### config.mk
export PLATFORM = sky130hd
export DESIGN_NAME = cursor_overlay
export DESIGN_NICKNAME = d
export VERILOG_FILES = /design/src/rtl/cursor_overlay.sv
export SDC_FILE = /design/constraint.sdc
export NUM_CORES = 1
export LEC_CHECK = 0
export BUFFER_PORTS_ARGS = -buffer_cell sky130_fd_sc_hd__buf_2
export CELL_PAD_IN_SITES_DETAIL_PLACEMENT = 1
export CELL_PAD_IN_SITES_GLOBAL_PLACEMENT = 1
export CORE_UTILIZATION = 44
export CTS_BUF_LIST = sky130_fd_sc_hd__clkbuf_8
export CTS_CLUSTER_DIAMETER = 100
export DETAILED_ROUTE_END_ITERATION = 12
export GPL_TIMING_DRIVEN = 0
export PLACE_DENSITY_LB_ADDON = 0.2
export SLEW_MARGIN = 20
export SYNTH_ARGS = -nofsm -noshare
export SYNTH_HDL_FRONTEND = slang
export SYNTH_SLANG_ARGS = --single-unit
### constraint.sdc
create_clock -name clk -period 4.8 [get_ports clk]
set_input_delay 0.24 -clock clk [delete_from_list [all_inputs] [get_ports clk]]
set_output_delay 0.24 -clock clk [all_outputs]
set_load 0.02 [all_outputs]
### src/rtl/cursor_overlay.sv
module cursor_overlay #(
  parameter int CUR_DIM = 64,
  parameter int PIX_W   = 32,
  parameter int COL_W   = 24,
  parameter int CRD_W   = 16,
  parameter int ADR_W   = 32,
  parameter int HD_W    = 11
) (
  input  logic                 clk,
  input  logic                 rst_n,
  input  logic                 cur_en,
  input  logic [31:0]          cfg_pos,
  input  logic [31:0]          cfg_offset,
  input  logic [31:0]          cfg_hot,
  input  logic [COL_W-1:0]     cfg_color0,
  input  logic [COL_W-1:0]     cfg_color1,
  input  logic [HD_W-1:0]      h_disp,
  input  logic [CRD_W-1:0]     v_disp,
  input  logic                 line_start,
  input  logic [CRD_W-1:0]     line_num,
  output logic                 fetch_req,
  output logic [ADR_W-1:0]     fetch_addr,
  input  logic                 fetch_vld,
  input  logic [2*CUR_DIM-1:0] fetch_data,
  input  logic                 pix_vld,
  input  logic [CRD_W-1:0]     pix_x,
  input  logic [PIX_W-1:0]     pix_in,
  output logic                 pix_out_vld,
  output logic [PIX_W-1:0]     pix_out
);
  localparam int RB      = $clog2(CUR_DIM);
  localparam int ROW_B   = 2 * CUR_DIM / 8;
  localparam int FILL_W  = PIX_W - COL_W;

  logic [31:0]      a_pos, a_off, a_hot;
  logic [COL_W-1:0] a_c0, a_c1;

  always_ff @(posedge clk or negedge rst_n)
    if (!rst_n) begin
      a_pos <= '0; a_off <= '0; a_hot <= '0; a_c0 <= '0; a_c1 <= '0;
    end else if (!cfg_offset[31]) begin
      a_pos <= cfg_pos; a_off <= cfg_offset; a_hot <= cfg_hot;
      a_c0  <= cfg_color0; a_c1 <= cfg_color1;
    end

  wire [CRD_W-1:0] cx = a_pos[31:16];
  wire [CRD_W-1:0] cy = a_pos[15:0];
  wire [CRD_W-1:0] row = line_num - cy;
  wire line_hit = cur_en && (line_num >= cy) && (row < CRD_W'(CUR_DIM)) && (line_num <= v_disp);
  wire [ADR_W-1:0] base = {1'b0, a_off[30:0]} - ADR_W'(a_hot[21:16]) - (ADR_W'(a_hot[5:0]) << 4);
  wire [ADR_W-1:0] row_addr = base + ADR_W'(row[RB-1:0]) * ADR_W'(ROW_B);

  logic pend, line_act;
  logic [CUR_DIM-1:0] and_q, xor_q, and_d, xor_d;

  for (genvar g = 0; g < CUR_DIM; g++) begin : g_unpack
    assign and_d[g] = fetch_data[8*(g/8) + 7 - (g%8)];
    assign xor_d[g] = fetch_data[CUR_DIM + 8*(g/8) + 7 - (g%8)];
  end

  always_ff @(posedge clk or negedge rst_n)
    if (!rst_n) begin
      fetch_req <= 1'b0; fetch_addr <= '0; pend <= 1'b0; line_act <= 1'b0;
      and_q <= '0; xor_q <= '0;
    end else begin
      fetch_req <= line_start && line_hit;
      if (line_start) begin
        fetch_addr <= row_addr;
        pend       <= line_hit;
        line_act   <= 1'b0;
      end else if (pend && fetch_vld) begin
        pend     <= 1'b0;
        line_act <= 1'b1;
        and_q    <= and_d;
        xor_q    <= xor_d;
      end
    end

  wire [CRD_W-1:0] width = CRD_W'((32'(h_disp) + 32'd1) * 32'd8);
  wire [CRD_W-1:0] col   = pix_x - cx;
  wire covered = cur_en && line_act && (pix_x >= cx) && (col < CRD_W'(CUR_DIM)) && (pix_x < width);
  wire m_and = and_q[col[RB-1:0]];
  wire m_xor = xor_q[col[RB-1:0]];
  wire [PIX_W-1:0] fill = {(m_xor ? a_c1 : a_c0), {FILL_W{1'b1}}};
  wire [PIX_W-1:0] nxt  = !covered ? pix_in : m_and ? (m_xor ? ~pix_in : pix_in) : fill;

  always_ff @(posedge clk or negedge rst_n)
    if (!rst_n) begin
      pix_out <= '0; pix_out_vld <= 1'b0;
    end else begin
      pix_out <= nxt; pix_out_vld <= pix_vld;
    end

  p_lock_hold_r9: assert property (@(posedge clk) disable iff (!rst_n)
    cfg_offset[31] |=> ($stable(a_pos) && $stable(a_off) && $stable(a_c0) && $stable(a_c1)));
  p_no_fetch_r10: assert property (@(posedge clk) disable iff (!rst_n)
    (line_start && !cur_en) |=> !fetch_req);
  p_latency_r11: assert property (@(posedge clk) disable iff (!rst_n)
    pix_vld |=> pix_out_vld);
  p_idle_pass_r7: assert property (@(posedge clk) disable iff (!rst_n)
    (!line_act && !line_start) |=> (pix_out == $past(pix_in)));
  p_edge_pass_r8: assert property (@(posedge clk) disable iff (!rst_n)
    (pix_x >= width) |=> (pix_out == $past(pix_in)));
  p_req_pulse_r2: assert property (@(posedge clk) disable iff (!rst_n)
    fetch_req |=> !fetch_req);
endmodule

After elaboration in Yosys (flattened, before gate mapping)
Cells that the tools add are included.
Word-level totals
  register bits after elaboration: 329
  input port bits: 369
  output and inout bits: 66
Operators by class
  add/subtract/negate cells: 6
  order comparisons: 7
  mux-type cells: 12
  bitwise logic cells: 2
  reductions and logical operators: 11
Operators by type and width (number)
  2-to-1 mux 32 bit: 3
  adder 32 x 10 -> 32 bit: 1
  greater-or-equal comparator 16 bit: 2
  less-than comparator 16 x 7 -> 1 bit (second input constant): 2
  NOT 32 bit: 1
  subtractor 16 bit: 2
  subtractor 31 x 6 -> 32 bit: 1
  subtractor 32 x 10 -> 32 bit: 1
  2-to-1 mux 24 bit: 1
  less-or-equal comparator 16 bit: 1
  less-than comparator 16 x 15 -> 1 bit: 1
  adder 11 x 1 -> 12 bit (second input constant): 1
  binary-select mux 1 bit (select 6 bit): 2
  logical AND 1 bit: 9
  less-than comparator 6 x 7 -> 1 bit (second input constant): 1
  2-to-1 mux 1 bit: 6
  AND reduction 2 bit: 1
  nonzero test 2 bit: 1
  NOT 1 bit: 1

Longest topological paths before layout
Gate-level depths: netlist of the first run.
  depth after elaboration: 6
  depth in mapped cells: 19
  gate-level depth less buffers: 19

Worst setup path after synthesis of the first run
Ideal clock, no wire load.
  kind: register -> register
  start: reg a_pos[0]
  end: reg fetch_addr[23]
  library setup time: 0.083 ns
  data arrival time: 4.081 ns
  path slack: 0.636 ns
  stages on the path, launching flop included: 18
  buffers on the path: 0
  period minus slack after synthesis: 4.164 ns
  cell sequence: dfrtp_1 -> ha_1 -> fa_1 -> nor2b_1 -> o21a_1 -> nor2_1 -> xor2_1 -> fa_1 -> inv_1 -> ha_1 -> a2111oi_0 -> o21ai_0 -> a31oi_1 -> nor3_1 -> o41a_1 -> a2111oi_0 -> a31oi_1 -> o21ai_0
Between the ends
  cells in the longest elaborated chain, start to end: 2
Ends and longest elaborated chain
  from (decl): RTL line 35  | logic [31:0] a_pos, a_off, a_hot;
  from (signal assigned): RTL line 42  | a_pos <= cfg_pos; a_off <= cfg_offset; a_hot <= cfg_hot;
  subtractor 16 bit: RTL line 48  | wire [CRD_W-1:0] row = line_num - cy;
  adder 32 x 10 -> 32 bit: RTL line 51  | wire [ADR_W-1:0] row_addr = base + ADR_W'(row[RB-1:0]) * ADR_W'(ROW_B);
  to (signal assigned): RTL line 68  | fetch_addr <= row_addr;
  to (decl): RTL line 22  | output logic [ADR_W-1:0] fetch_addr,
No other way between the ends.
A chain may end at the register's enable or synchronous reset.

Final worst setup path of the first run
  start: reg a_pos[0]
  end: reg fetch_addr[27]
The elaborated chain is that of the path after synthesis.

==> flow_summary.yaml, run 1 <==
status:
  status: "complete, no violations"
finish:
  final_common_cell: "buf_2"
  layout_common_cells: "buf_2, dfrtp_1, dlygate4sd3_1"
  finalNonFillerCells: 2889
  syn_to_final_growth_pct: 38.6
  register_area_um2: 7980
  fillers: 4321
  drive_gt1_share_pct: 36.8
  num-nets-final: 2777
  multi_input_area_um2: 9370
setup_path:
  r2r_start: "a_pos[0]$_DFFE_PN0N_"
  cp_max_fo: 6
  crit_path_end_kind: "register"
  reg2reg_slack_ns: 0.16
  crit_chain: "ha_1, fa_1, nor2b_1, o21a_1, nor2_1, xor2_1, fa_1, inv_1, ha_1, a2111oi_2, o21ai_2, a31oi_4, nor3_1, o41a_1, a221oi_1, nand4b_1, o211ai_1"
  crit_start: "a_pos[0]$_DFFE_PN0N_"
  crit_type: "register to register"
  critical-path-max-stage-delay_ns: 0.54
  r2r-end: "fetch_addr[27]$_DFFE_PN0P_"
  worstSetupEndpoint: "fetch_addr[27]$_DFFE_PN0P_"
  rr_worst_depth: 17
  crit_arrival_ns: 5.23
  crit_slowest_cell: "o41a_1"
  worstPathRequired_ns: 5.39
  start_kind: "register"
timing:
  tightestPinTransition_ns: 0.976
  period_share_pct: 96.7
  fin_skew_ns: 0.0333
  max_slew_margin_pct: 34.5
  holdWs_ns: 0.0718
  period_needed_ns: 4.64
  finalHoldViolCount: 0
  fin_ws_ns: 0.159
  drv_slew: 0
  setup_viol: 0
  fmax_mhz: 215
logic_synthesis:
  ys_top_cells_by_area: "dfrtp_1, mux2_2, ha_1, mux4_2, inv_1"
  synth_fp_nets: 2018
  synth_flop_cell: "dfrtp_1"
  synth_edf_count: 0
  yosysWarnings: 0
  synth_top_area_cell: "dfrtp_1"
  synth_seq_cells: 319
  syn_area_um2: 18100
  yosysSeqAreaShare_pct: 44.0
  synthArstFlopShare_pct: 100
  synth_cell_types: 75
  synth_top_area_share_pct: 44.0
  syn_inst: 1539
  syn_avg_cell_area_um2: 11.8
place:
  placedCellCount: 2486
  port_buffers: 412
  dp_hpwl_um: 42800
  place_congestion: 0.855
  dpl_worst_slack_ns: -0.196
route:
  antenna_left: 0
  drcViolationCount: 0
  wl_per_cell_um: 24.0
  via_count: 15900
  drt-total-wl_um: 69300
  viasPerCell: 5.50
  drt-pass1-iter-count: 5
  drt-initial-drc-count: 823
floorplan:
  die_area_um2: 42000
  core_area_um2: 40700
  io-pin-count: 435
  dieWidth_um: 205
  rows: 74
  start_util_pct: 44.5
  die_height_um: 205
clock_tree:
  path_clk_slew_ns: 0.07
  clk_latency_ns: 0.68
  cts_buffers: 56
  clock-sinks: 319
  clockBufferDepth: 3
  htree_levels: 2
  cts_tree: "built"
  root_buffer: "clkbuf_8"
grt:
  met1_usage_pct: 38.9
  track_usage_pct: 32.7
  grtUsageMet2_pct: 57.3
  grt.busiest_layer: "met2"
  grt_overflow_total: 0
  grt_use_met3_pct: 6.20
  grt_pass1_wl_um: 105000
  grt_pass1_vias: 18000
  grt_max_degree: 100
  antenna_found_initial: 16
pwr:
  power_density_nw_per_um2: 367
  p_leak_nw: 12.2
  ir_drop_v: 0.000277
  p_total_mw: 9.22
min_path:
  worstHoldPathType: "primary input to asynchronous set/reset pin"
job:
  drv_cap: 0
==> cells in the mapped netlist, types with 9 or more instances <==
cell type	count
mux2_2	268
buf_2	13
ha_1	98
clkbuf_1	54
xnor2_1	26
mux2i_1	17
fa_1	12
a21o_1	29
nand4_1	9
inv_1	141
a2111oi_2	11
a21oi_1	50
a2111oi_0	18
nand2_1	31
o21ai_0	36
o21a_1	40
dfrtp_1	319
and3_1	12
xor2_1	16
nor2b_1	16
nor3_1	63
mux4_2	36
nor2_1	37
nand3_1	20
a211oi_1	37
==> where the power goes <==
group          total (mW)  leakage (nW)  internal [mW]  switching [mW]
sequential           3.14          4.01           2.97           0.168
combinational        3.31          7.46           1.40            1.90
clock                2.77         0.680           1.45            1.33
total                9.22          12.2           5.82            3.40
==> sequential cells by signal (all words and copies together), names as in the netlist <==
| signal | cells |
|---|---|
| pend | 1 |
| a_off | 31 |
| fetch_addr | 32 |
| pix_out_vld | 1 |
| a_c0 | 24 |
| a_c1 | 24 |
| xor_q | 64 |
| a_pos | 32 |
| pix_out | 32 |
| line_act | 1 |
| and_q | 64 |
| fetch_req | 1 |
| a_hot | 12 |
==> stage by stage <==
stage,instance area [µm²],utilization (%),TNS [ns]
2_1_floorplan,18100,-,0
3_3_place_gp,20900,51.2,-864.37
3_5_place_dp,21000,51.4,-2.91
4_1_cts,25000,61.4,0
5_1_grt,25100,61.7,-0.0170
6_report,25100,61.7,0
==> timing repair <==
item | 4_1_cts | 5_1_grt
pin swaps | 0 | 2
hold buffers | 286 | 0
buffers inserted | 0 | 1
endpoints found under the hold margin | 419 | 0
gates resized for setup | 6 | 20
setup endpoints to repair | 32 | 35
==> layer usage <==
layer | wire (µm) | part of all wire (%) | up-vias
li1 | - | - | 7159
met1 | 27700 | 40 | 8038
met2 | 35400 | 51 | 524
met3 | 3530 | 5.1 | 174
met4 | 2570 | 3.7 | 6
met5 | 40 | 0.058 | -
==> worst max-delay path: cells and delay by family (launching register included) <==
family                     cells  cell delay, ns
and+or+nand+nor                4            0.46
adders and majority gates      4            1.46
DFF                            1            0.39
xor gates and xnor gates       1            0.17
buffers and inverters          1            0.04
AOI/OAI and AO/OA              7            2.04
==> worst min-delay path by stage <==
stage / depth (start not counted) / to / start / slack (ns)
6_report: 2 / a_pos[9]$_DFFE_PN0N_ / rst_n / 0.07
5_1_grt: 2 / a_pos[9]$_DFFE_PN0N_ / rst_n / 0.12
4_1_cts: 2 / a_pos[9]$_DFFE_PN0N_ / rst_n / 0.07
3_5_place_dp: 1 / a_pos[9]$_DFFE_PN0N_ / rst_n / 0.20
3_3_place_gp: 1 / pix_out_vld$_DFF_PN0_ / pix_vld / 0.35
2_1_floorplan: 0 / a_c0[0]$_DFFE_PN0N_ / rst_n / -0.06
==> kinds of logic after synthesis <==
family | share of synthesized area (%)
multiplexers | 22.1
flip-flops | 44.0
AO/OA/AOI/OAI | 11.9
AND/OR/NAND/NOR | 7.02
buffers and inverters | 4.82
adder cells (fa/ha/maj) | 8.09
XOR/XNOR | 2.12
==> area by class of cell <==
class,instances,share of cell area [%]
Antenna cell,16,0.159
Buffer,76,1.37
Clock buffer,71,3.89
Clock inverter,30,0.791
Inverter,141,2.11
Multi-Input combinational cell,1002,37.3
Sequential cell,319,31.8
Tap cell,532,2.65
Timing Repair Buffer,702,20.0
Power figures use the tool's default switching activity.
==> run 2: changes to the inputs <==
--- a/config.mk
+++ b/config.mk
@@ -8,8 +8,8 @@
 export BUFFER_PORTS_ARGS = -buffer_cell sky130_fd_sc_hd__buf_2
 export CELL_PAD_IN_SITES_DETAIL_PLACEMENT = 1
 export CELL_PAD_IN_SITES_GLOBAL_PLACEMENT = 1
-export CORE_UTILIZATION = 44
-export CTS_BUF_LIST = sky130_fd_sc_hd__clkbuf_8
+export CORE_UTILIZATION = 43
+export CTS_BUF_LIST = sky130_fd_sc_hd__clkbuf_4 sky130_fd_sc_hd__clkbuf_8 sky130_fd_sc_hd__clkbuf_16
 export CTS_CLUSTER_DIAMETER = 100
 export DETAILED_ROUTE_END_ITERATION = 12
 export GPL_TIMING_DRIVEN = 0
==> flow_summary.yaml, run 2 (same netlist as run 1, synthesis figures left out) <==
pwr:
  p_leak_nw: 12.1
  ir_drop_v: 0.000249
  power_density_nw_per_um2: 379
  p_total_mw: 9.59
route:
  wl_per_cell_um: 24.2
  drt-total-wl_um: 69400
  drt-initial-drc-count: 808
  drt-pass1-iter-count: 5
  viasPerCell: 5.54
  antenna_left: 0
  drcViolationCount: 0
  via_count: 15900
finish:
  num-nets-final: 2763
  syn_to_final_growth_pct: 39.7
  layout_common_cells: "buf_2, dfrtp_1, dlygate4sd3_1"
  drive_gt1_share_pct: 37.0
  final_common_cell: "buf_2"
  reg_top3: "and_q x64, xor_q x64"
  stdcell_area_um2: 25300
min_path:
  worstHoldPathType: "primary input to asynchronous set/reset pin"
timing:
  fmax_mhz: 215
  period_needed_ns: 4.64
  period_share_pct: 96.8
  drv_slew: 0
  holdWs_ns: 0.191
  fin_skew_ns: 0.0304
  setup_viol: 0
  tightestPinTransition_ns: 1.08
  finalHoldViolCount: 0
  max_slew_margin_pct: 27.3
setup_path:
  crit_chain: "ha_1, inv_1, fa_1, clkbuf_4, mux4_2, mux4_2, a211oi_4, clkbuf_2, nor3_1, a2111oi_0, a211oi_1"
  crit_arrival_ns: 5.05
  crit_path_end_kind: "register"
  path_depth: 11
  rr_worst_depth: 11
  cp_max_fo: 19
  crit_slowest_cell: "fa_1"
  crit_type: "register to register"
  path_common_cell: "mux4_2"
  worstPathRequired_ns: 5.21
  start_kind: "register"
  crit_family: "compound AO/OA/AOI/OAI gates"
  critical-path-max-stage-delay_ns: 0.70
  path_buf_inv: 3
clock_tree:
  path_clk_slew_ns: 0.06
  clockBufferDepth: 3
  clk_latency_ns: 0.58
  cts_tree: "built"
  htree_levels: 2
  cts_buffers: 39
  clock-sinks: 319
  root_buffer: "clkbuf_16"
floorplan:
  core_area_um2: 41200
  die_height_um: 207
  start_util_pct: 44.0
  io-pin-count: 435
  dieWidth_um: 207
  rows: 74
  die_area_um2: 43000
grt:
  grt_pass1_vias: 18000
  grt_pass1_wl_um: 107000
  antenna_found_initial: 28
  grt_max_degree: 96
  grt_overflow_total: 0
  track_usage_pct: 32.3
place:
  place_area_um2: 21000
  port_buffers: 412
  place_congestion: 0.892
  dp_hpwl_um: 42800
status:
  status: "complete, no violations"
job:
  drv_cap: 0
-- run 2: changes by cell type in the layout (fill, tap and decap cells not counted), moves of 2 or more --
cell,delta
clkinv_8,+2
clkbuf_8,-65
buf_4,+3
clkbuf_16,+39
diode_2,+10
clkinv_4,+3
clkinv_2,+4
o21ai_1,+2
clkbuf_4,+5
inv_1,-18
-- run 2: timing repair --
item	in CTS	in global routing
setup endpoints to repair	31	35
resized for setup	5	28
hold buffers	286	0
endpoints found under the hold margin	325	0
pin swaps	0	12
gates cloned	0	0
setup buffers	0	4
-- run 2: layer usage --
metal | GRT usage (%) | up-vias | share of wire, %
met4 | 14.8 | 14 | 4.3
met5 | 0 | - | 0.13
met1 | 38.0 | 8001 | 39
met2 | 57.0 | 536 | 51
met3 | 5.99 | 198 | 5.3
li1 | - | 7160 | -
-- run 2: cell type report --
type / instances / area, µm²
well taps: 532 / 666
flip-flops and latches: 319 / 7980
multi-input cells: 1002 / 9400
clock inverters: 20 / 201
fillers: 4311 / 15900
repair buffers: 705 / 5050
diodes: 26 / 65.1
plain buffers: 76 / 347
clock buffers: 50 / 1100
inverters: 141 / 529
-- run 2: worst register-to-register path: stages (launching register included) --
cell	delay, ns
dfrtp_1	0.35
ha_1	0.17
inv_1	0.06
fa_1	0.70
clkbuf_4	0.48
mux4_2	0.42
mux4_2	0.53
a211oi_4	0.50
clkbuf_2	0.36
nor3_1	0.13
a2111oi_0	0.69
a211oi_1	0.11
-- run 2: metrics by stage --
stage | util, % | cells | worst slack [ns] | TNS [ns]
after floorplan | - | 1539 | 0.636 | 0
after global placement | 50.6 | 2483 | -2.68 | -839.71
after detailed placement | 50.9 | 2486 | -0.212 | -4.19
after CTS | 61.0 | 2841 | 0.00875 | 0
after global routing | 61.4 | 2864 | -0.104 | -0.239
final | 61.5 | 2871 | 0.155 | 0
-- run 2: worst paths after layout --
check	startpoint	end	slack, ns
worst max-delay path	a_pos[16]$_DFFE_PN0N_	pix_out[15]$_DFF_PN0_	0.16
worst min-delay path	rst_n	a_pos[8]$_DFFE_PN0N_	0.19
worst max register to register	a_pos[16]$_DFFE_PN0N_	pix_out[15]$_DFF_PN0_	0.16
worst min register to register	fetch_addr[20]$_DFFE_PN0P_	fetch_addr[20]$_DFFE_PN0P_	0.48
max in group asynchronous	rst_n	and_q[19]$_DFFE_PN0P_	3.27
min in group clk	line_start	fetch_addr[19]$_DFFE_PN0P_	0.41
-- run 2: power breakdown --
group / internal [mW] / switching [mW] / leakage [nW] / total (mW)
combinational: 1.44 / 1.93 / 7.48 / 3.37
sequential: 2.97 / 0.178 / 4.01 / 3.15
clock: 1.74 / 1.33 / 0.654 / 3.07
